--- src/rtl/sct_pkg.sv ---
package sct_pkg;
  localparam int DATA_W   = 32;
  localparam int SRST_BIT = 31;
  localparam int GATE_BIT = 30;
  localparam logic [DATA_W-1:0] REG0_RST  = 32'hC000_0000;
  localparam logic [DATA_W-1:0] GATE_MASK = 32'h4000_0000;
  localparam logic [DATA_W-1:0] LOW_MASK  = 32'h3FFF_FFFF;

  typedef enum logic [1:0] {
    OP_WRITE = 2'd0,
    OP_SET   = 2'd1,
    OP_CLR   = 2'd2,
    OP_TOG   = 2'd3
  } alias_op_e;

  function automatic logic [DATA_W-1:0] apply_op(alias_op_e op,
                                                 logic [DATA_W-1:0] cur,
                                                 logic [DATA_W-1:0] wd);
    case (op)
      OP_SET:  return cur | wd;
      OP_CLR:  return cur & ~wd;
      OP_TOG:  return cur ^ wd;
      default: return wd;
    endcase
  endfunction
endpackage

--- src/rtl/sct_addr_dec.sv ---
module sct_addr_dec
  import sct_pkg::*;
#(
  parameter int NUM_REGS = 4,
  localparam int IDX_W  = $clog2(NUM_REGS),
  localparam int ADDR_W = IDX_W + 4
) (
  input  logic [ADDR_W-1:0]   addr_i,
  input  logic                wr_en_i,
  output logic [IDX_W-1:0]    idx_o,
  output alias_op_e           op_o,
  output logic [NUM_REGS-1:0] wr_sel_o
);
  assign idx_o = addr_i[ADDR_W-1:4];
  assign op_o  = alias_op_e'(addr_i[3:2]);

  for (genvar r = 0; r < NUM_REGS; r++) begin : g_sel
    assign wr_sel_o[r] = wr_en_i && (idx_o == IDX_W'(r));
  end
endmodule

--- src/rtl/sct_reg_slice.sv ---
module sct_reg_slice
  import sct_pkg::*;
#(
  parameter logic [DATA_W-1:0] RESET_VAL = '0
) (
  input  logic              clk_i,
  input  logic              rst_ni,
  input  logic              wr_i,
  input  alias_op_e         op_i,
  input  logic [DATA_W-1:0] wdata_i,
  input  logic [DATA_W-1:0] clr_mask_i,  // forced low, beats bus
  input  logic [DATA_W-1:0] set_mask_i,  // forced high
  output logic [DATA_W-1:0] q_o
);
  logic [DATA_W-1:0] bus_d, nxt;

  always_comb begin
    bus_d = wr_i ? apply_op(op_i, q_o, wdata_i) : q_o;
    nxt   = (bus_d & ~clr_mask_i) | set_mask_i;
  end

  always_ff @(posedge clk_i or negedge rst_ni) begin
    if (!rst_ni) q_o <= RESET_VAL;
    else         q_o <= nxt;
  end
endmodule

--- src/rtl/sct_srst_ctrl.sv ---
module sct_srst_ctrl #(
  parameter int GATE_DELAY = 4,
  localparam int DLY_W = $clog2(GATE_DELAY + 1)
) (
  input  logic clk_i,
  input  logic rst_ni,
  input  logic srst_i,
  input  logic reg0_wr_i,
  output logic self_set_o
);
  logic [DLY_W-1:0] dly_q;

  // saturating count: one self-set per soft-reset episode
  always_ff @(posedge clk_i or negedge rst_ni) begin
    if (!rst_ni)                           dly_q <= DLY_W'(GATE_DELAY);
    else if (!srst_i)                      dly_q <= '0;
    else if (dly_q != DLY_W'(GATE_DELAY))  dly_q <= dly_q + 1'b1;
  end

  assign self_set_o = srst_i && !reg0_wr_i && (dly_q == DLY_W'(GATE_DELAY - 1));
endmodule

--- src/rtl/sct_core_model.sv ---
module sct_core_model #(
  parameter int CNT_W = 16
) (
  input  logic             clk_i,
  input  logic             rst_ni,
  input  logic             srst_i,
  input  logic             gate_i,
  output logic [CNT_W-1:0] cnt_o
);
  always_ff @(posedge clk_i or negedge rst_ni) begin
    if (!rst_ni)      cnt_o <= '0;
    else if (srst_i)  cnt_o <= '0;
    else if (!gate_i) cnt_o <= cnt_o + 1'b1;
  end
endmodule

--- src/rtl/sct_reg_bank.sv ---
module sct_reg_bank
  import sct_pkg::*;
#(
  parameter int NUM_REGS   = 4,
  parameter int GATE_DELAY = 4,
  parameter int CNT_W      = 16,
  localparam int IDX_W  = $clog2(NUM_REGS),
  localparam int ADDR_W = IDX_W + 4
) (
  input  logic              clk_i,
  input  logic              rst_ni,
  input  logic [ADDR_W-1:0] addr_i,
  input  logic              wr_en_i,
  input  logic [DATA_W-1:0] wdata_i,
  input  logic              rd_en_i,
  output logic [DATA_W-1:0] rdata_o,
  output logic [CNT_W-1:0]  core_cnt_o
);
  logic [IDX_W-1:0]           idx;
  alias_op_e                  op;
  logic [NUM_REGS-1:0]        wr_sel;
  logic [DATA_W-1:0]          reg_q [NUM_REGS];
  logic [NUM_REGS*DATA_W-1:0] regs_flat;
  logic                       srst, gate, self_set;

  sct_addr_dec #(.NUM_REGS(NUM_REGS)) u_dec (
    .addr_i   (addr_i),
    .wr_en_i  (wr_en_i),
    .idx_o    (idx),
    .op_o     (op),
    .wr_sel_o (wr_sel)
  );

  assign srst = reg_q[0][SRST_BIT];
  assign gate = reg_q[0][GATE_BIT];

  sct_srst_ctrl #(.GATE_DELAY(GATE_DELAY)) u_srst (
    .clk_i      (clk_i),
    .rst_ni     (rst_ni),
    .srst_i     (srst),
    .reg0_wr_i  (wr_sel[0]),
    .self_set_o (self_set)
  );

  for (genvar r = 0; r < NUM_REGS; r++) begin : g_reg
    localparam logic [DATA_W-1:0] RST_V   = (r == 0) ? REG0_RST : '0;
    localparam logic [DATA_W-1:0] SRST_CM = (r == 0) ? LOW_MASK : '1;
    logic [DATA_W-1:0] clr_mask, set_mask;

    assign clr_mask = srst ? SRST_CM : '0;
    if (r == 0) begin : g_ctl
      assign set_mask = self_set ? GATE_MASK : '0;
    end else begin : g_dat
      assign set_mask = '0;
    end

    sct_reg_slice #(.RESET_VAL(RST_V)) u_slice (
      .clk_i      (clk_i),
      .rst_ni     (rst_ni),
      .wr_i       (wr_sel[r]),
      .op_i       (op),
      .wdata_i    (wdata_i),
      .clr_mask_i (clr_mask),
      .set_mask_i (set_mask),
      .q_o        (reg_q[r])
    );
    assign regs_flat[r*DATA_W +: DATA_W] = reg_q[r];
  end

  sct_core_model #(.CNT_W(CNT_W)) u_core (
    .clk_i  (clk_i),
    .rst_ni (rst_ni),
    .srst_i (srst),
    .gate_i (gate),
    .cnt_o  (core_cnt_o)
  );

  always_ff @(posedge clk_i or negedge rst_ni) begin
    if (!rst_ni)      rdata_o <= '0;
    else if (rd_en_i) rdata_o <= reg_q[idx];
  end
endmodule

--- config.mk ---
export PLATFORM = sky130hd
export DESIGN_NAME = sct_reg_bank
export DESIGN_NICKNAME = d
export VERILOG_FILES = /design/src/rtl/sct_pkg.sv /design/src/rtl/sct_addr_dec.sv /design/src/rtl/sct_reg_slice.sv /design/src/rtl/sct_srst_ctrl.sv /design/src/rtl/sct_core_model.sv /design/src/rtl/sct_reg_bank.sv
export SDC_FILE = /design/constraint.sdc
export NUM_CORES = 1
export LEC_CHECK = 0
export ABC_AREA = 0
export BUFFER_PORTS_ARGS = -buffer_cell sky130_fd_sc_hd__buf_2
export CAP_MARGIN = 0
export CORE_MARGIN = 2
export CORE_UTILIZATION = 30
export CTS_CLUSTER_DIAMETER = 50
export DETAILED_ROUTE_END_ITERATION = 16
export PLACE_DENSITY = 0.47
export SKIP_LAST_GASP = 1
export SYNTH_ARGS = -nofsm -noshare
export SYNTH_HDL_FRONTEND = slang
export SYNTH_SLANG_ARGS = --single-unit
--- constraint.sdc ---
create_clock -name clk_i -period 3.48 [get_ports clk_i]
set_input_delay 0.174 -clock clk_i [delete_from_list [all_inputs] [get_ports clk_i]]
set_output_delay 0.174 -clock clk_i [all_outputs]
set_load 0.05 [all_outputs]
[Word level (Yosys, flattened, before mapping)]
Cells that the tools add are included.
Storage, ports and cells
  register bits after elaboration: 179
  bits of input ports: 42
Operators by class
  $add $sub $neg: 2
  magnitude comparators: 1
  equal/unequal tests: 10
  muxes and demuxes: 18
  bitwise logic cells: 21
  reductions and logical operators: 8
Operators with widths (number)
  32-bit case mux with 3 select lines: 4
  32-bit bitwise AND: 8
  32-bit 2-to-1 mux: 7
  32-bit bitwise OR: 4
  32-bit XOR: 4
  32-bit binary-select mux with 2-bit select: 1
  32-bit inverter: 2
  16-bit 2-to-1 mux: 2
  30-bit inverter with 32-bit output: 1
  32-bit by 31-bit bitwise OR with 32-bit output: 1
  31-bit 2-to-1 mux: 1
  30-bit 2-to-1 mux: 1
  16-bit by 1-bit adder with 16-bit output, second input constant: 1
  2-bit equality test, second input constant: 4
  1-bit logical AND: 6
  3-bit 2-to-1 mux: 2
  2-bit by 1-bit equality test with 1-bit output, second input constant: 2
  3-bit by 1-bit adder with 3-bit output, second input constant: 1
  3-bit by 2-bit equality test with 1-bit output, second input constant: 1
  3-bit greater-or-equal comparator, second input constant: 1
  3-bit != test, second input constant: 1
  2-bit inverter with 3-bit output: 1
  2-bit logical NOT: 1
  2-bit by 1-bit != test with 1-bit output, second input constant: 1
  2 further kinds: 2

[Depth between registers and ports, before layout]
  depth in word-level cells: 7
  mapped depth: 7

[Cells and area by module]
A second synthesis with hierarchy kept.
Second synthesis, totals
  cells, all modules: 1796
  area, all modules: 17150.2 um2
By module, submodules not included
  sct_reg_slice (g_reg[1].u_slice ...): instances 3, cells each 377, area an instance 3449.6 um2, sequential area each 800.8 um2
  sct_reg_slice (g_reg[0].u_slice): instances 1, cells each 377, area an instance 3452.1 um2, sequential area each 803.3 um2
  sct_reg_bank: instances 1, cells each 179, area an instance 2278.4 um2, sequential area each 800.8 um2
  sct_core_model: instances 1, cells each 83, area an instance 822.0 um2, sequential area each 400.4 um2
  sct_srst_ctrl: instances 1, cells each 18, area an instance 181.4 um2, sequential area each 76.3 um2
  sct_addr_dec: instances 1, cells each 8, area an instance 67.6 um2, sequential area each 0.0 um2

[Worst setup path after synthesis]
Ideal clock, no wire load.
  path kind: register to register
  start: register g_reg[0].u_slice.q_o[31]
  end: register g_reg[0].u_slice.q_o[31]
  library setup time: 0.083 ns
  data arrival time: 1.881 ns
  slack: 1.515 ns
  stages on the path, launching flop included: 8
  buffers on the path: 2
  clock period less this slack: 1.965 ns
  cell sequence: dfstp_2 clkbuf_1 clkbuf_1 inv_1 ha_1 mux2_2 a21oi_1 a21oi_1
Between the ends
  cells in the longest elaborated chain, start to end: 5
  elaborated cells between the ends (all ways): 7
RTL lines
  from (decl): RTL line sct_reg_slice.sv:13  | output logic [DATA_W-1:0] q_o
  from (signal assigned): RTL line sct_reg_slice.sv:24  | else q_o <= nxt;
  32-bit XOR (tied with other cells): RTL line sct_pkg.sv:22  | OP_TOG: return cur ^ wd;
  32-bit case mux with 3 select lines: RTL line sct_pkg.sv:19  | case (op)
  32-bit 2-to-1 mux (*): RTL line sct_reg_slice.sv:18  | bus_d = wr_i ? apply_op(op_i, q_o, wdata_i) : q_o;
  32-bit bitwise AND (*): RTL line sct_reg_slice.sv:19  | nxt = (bus_d & ~clr_mask_i) | set_mask_i;
  32-bit by 31-bit bitwise OR with 32-bit output (*): RTL line sct_reg_slice.sv:19
Mark *: on every way between the ends. The rest lies on a longest branch, timed or not.
A chain may end at the register's enable or synchronous reset.

[Worst setup path after layout]
Ends and elaborated chain as after synthesis.

==> run summary <==
I/O pin total: 90
Syn Nets: 1826
FF-to-FF End: g_reg[0].u_slice.q_o[31]
CP Data Required Time: 3.88 ns
Crit Path Max Fanout: 26
CORE AREA: 50000 um^2
vias in the first global route: 11300
worst-path cell chain: inv_1 > ha_1 > mux2_2 > a21oi_1 > a21oi_1
vias per cell: 5.02
crit path DAT: 2.22 ns
Most common cell on crit path: a21oi_1
nets: 1837
via count: 11200
Worst Hold Endpoint: g_reg[2].u_slice.q_o[5]
total CTS buffers: 17
GRT overflow: 0
initial antenna violation count: 2
initial core utilization: 30.3%
First DRT Iteration DRCs: 615
Post-Syn Area: 15100 um^2
Residual DRC: 0
Peak supply drop: 357 uV
footprint of the multi-input gates: 9380 um^2
Worst setup SP type: flop
syn avg cell area: 9.94 um^2
Clock transition at path regs: 0.07 ns
final setup violation count: 0
H-tree depth: 4
Gate Count Post-Synth: 1524
RSZ-0062 raised after global routing: no
Final Hold Fails: 0
DP HPWL: 23000 um
# fillers: 5108
Post-CTS Setup Bufs: 0
Max Root-Sink Buffers: 2
Final Critical Period: 1.83 ns
delay-heaviest family, CP: flip-flops
GPL Wtd Cong: 0.716
share of post-route cells with drive strength above 1: 22.1%
Reg-to-Reg Start: g_reg[0].u_slice.q_o[31]
DR pass1 iterations: 4
Yosys warnings: 0
Die Height: 229 um
Synth top area share: 29.1%
fmax: 548 MHz
worst hold path type: in2reg
Synth-to-Final Area Change: 10.4%
synth top area cells: dfrtp_1 29%, ha_1 21%, a211oi_1 13%, mux2_2 12%, mux4_2 4.6%
final core occ: 33.5%
Die X: 229 um
Setup TNS: 0 ns
latest clock arrival within the worst-skew pair: 0.49 ns
PortBufs: 87
Final ANT Viol Nets: 0
Max stage delay on crit path: 0.82 ns
critical path class: reg2reg
Seq/Total Area, Yosys: 29.6%
CP Depth: 5
Leak: 7.42 nW
most instantiated cells after synthesis: 260 x ha_1, 255 x a211oi_1, 176 x dfrtp_1
flop2flop setup slack: 1.65 ns
total global routing track utilization: 15.3%
first-pass GRT wire length: 63900 um
R2R cell count: 5
max_slew headroom: 47.0%
Routed WL: 38300 um
flip-flop and latch area: 4490 um^2
die area: 52300 um^2
Synth area leader: dfrtp_1
WL per Instance: 17.2 um
max cap viols: 0
CP Buf/Inv Count: 1
post-synthesis register bit count: 179
worst slack at placement: 1.22 ns
Cell variety after synth: 34
Hold Crit Start: wr_en_i
Pwr Density: 378 nW/um^2
Crit-path slowest cell: dfstp_4
Slew Limit Fails: 0
Final Cycle Share: 52.5%
CTS tree: built
root buffer cell: clkbuf_16
pin count of the biggest net entering global routing: 123
ys flop type: dfrtp_1
Worst Tran Pin Value: 0.795 ns
Worst Setup End Kind: flop
hold path cells: 5
count leader, synth: ha_1
status: complete, no violations
Post-synth EDFFs: 0
# clock sinks: 179
Final Worst Setup Slack: 1.65 ns
standard-cell rows: 82
Final Skew: 0.00746 ns
asr flop ratio synth: 100%
[placed cells by master, fill, tap and decap left out, types with 2 or more instances in the layout]
master      Yosys  final
ha_1          260    260
a211oi_1      255    255
dfrtp_1       176    176
nor2_1        173    173
inv_1         163    163
mux2_2        160    160
a21oi_1       135    135
buf_2          26     84
mux4_2         31     31
clkbuf_16       0     17
buf_4          10     11
buf_12          0     11
xor2_1         10     10
nand2_1         7      7
nand4_1         6      6
clkbuf_8        0      6
clkinv_2        0      4
nand3_1         3      3
xnor2_1         3      3
o21ai_0         3      3
or3_1           3      3
bufinv_16       0      3
nor2_4          2      2
and4_1          2      2
clkinvlp_4      0      2
dfstp_2         3      2
[report_power, final]
part | internal, W | switching, W | leakage, nW
sequential | 0.00227 | 0.000204 | 2.44
clock | 0.00122 | 0.000939 | 0.305
combinational | 0.000667 | 0.00101 | 4.68
total | 0.00416 | 0.00216 | 7.42
[tightest hold or removal path: stages]
cell      delay, ns
buf_2          0.12
nand2_1        0.10
nor2_4         0.12
nor2_1         0.11
a211oi_1       0.05
[layer usage]
metal	vias to the layer above	share of wire, %	GRT usage, %
met2	137	47	24.8
met3	25	3.3	2.71
met4	2	1.3	4.35
li1	5475	-	-
met1	5521	48	20.8
met5	-	0.042	0
[worst max-delay path by stage]
stage | from | endpoint | slack (ns)
2_1_floorplan | g_reg[0].u_slice.q_o[31] | g_reg[0].u_slice.q_o[31] | 1.52
3_3_place_gp | addr_i[5] | rdata_o[19] | 1.22
3_5_place_dp | addr_i[5] | rdata_o[19] | 1.22
4_1_cts | g_reg[0].u_slice.q_o[31] | g_reg[0].u_slice.q_o[31] | 1.62
5_1_grt | g_reg[0].u_slice.q_o[31] | g_reg[0].u_slice.q_o[31] | 1.54
6_report | g_reg[0].u_slice.q_o[31] | g_reg[0].u_slice.q_o[31] | 1.65
[repair_timing]
item                                    CTS  global route
hold buffers                              1             0
resized for setup                         0             0
endpoints found under the setup margin    0             0
endpoints found under the hold margin    81             0
[cell type report]
class | instances | share of cell area [%]
clock buffer | 23 | 2.98
multi-input combinational | 1064 | 56.1
tap | 672 | 5.03
clock inverter | 9 | 0.748
antenna | 1 | 0.0150
sequential | 179 | 26.8
inverter | 163 | 3.66
timing repair buffer | 110 | 4.62
[cells by family (layout without fill, tap and decap cells)]
kind of cell             after synthesis  in the layout  share of synthesized area, %
AND/OR/NAND/NOR                      205            205                          5.74
AO/OA/AOI/OAI                        393            393                          17.2
other                                  0              1                             0
buffers and inverters                281            305                          8.48
XOR/XNOR                              13             13                         0.752
adder cells (fa/ha/maj)              260            260                          21.5
multiplexers                         193            193                          16.7
flip-flops                           179            179                          29.6
[through the flow]
| step | cells | hold slack, ns | instance area [um^2] | power [W] |
|---|---|---|---|---|
| floorplan | 1524 | -0.122 | 15100 | 0.00374 |
| global placement | 2187 | 0.322 | 16100 | 0.00415 |
| detailed placement | 2187 | 0.319 | 16100 | 0.00422 |
| CTS | 2220 | 0.205 | 16700 | 0.00644 |
| global route | 2220 | 0.261 | 16700 | 0.00674 |
| finish | 2221 | 0.224 | 16700 | 0.00632 |
[state kept, by name, summed over array words and instances (netlist names)]
signal and count:
g.u_slice.q_o 128, rdata_o 32, u_core.cnt_o 16, u_srst.dly_q 3
No activity file was read; power rests on OpenSTA's default activity.
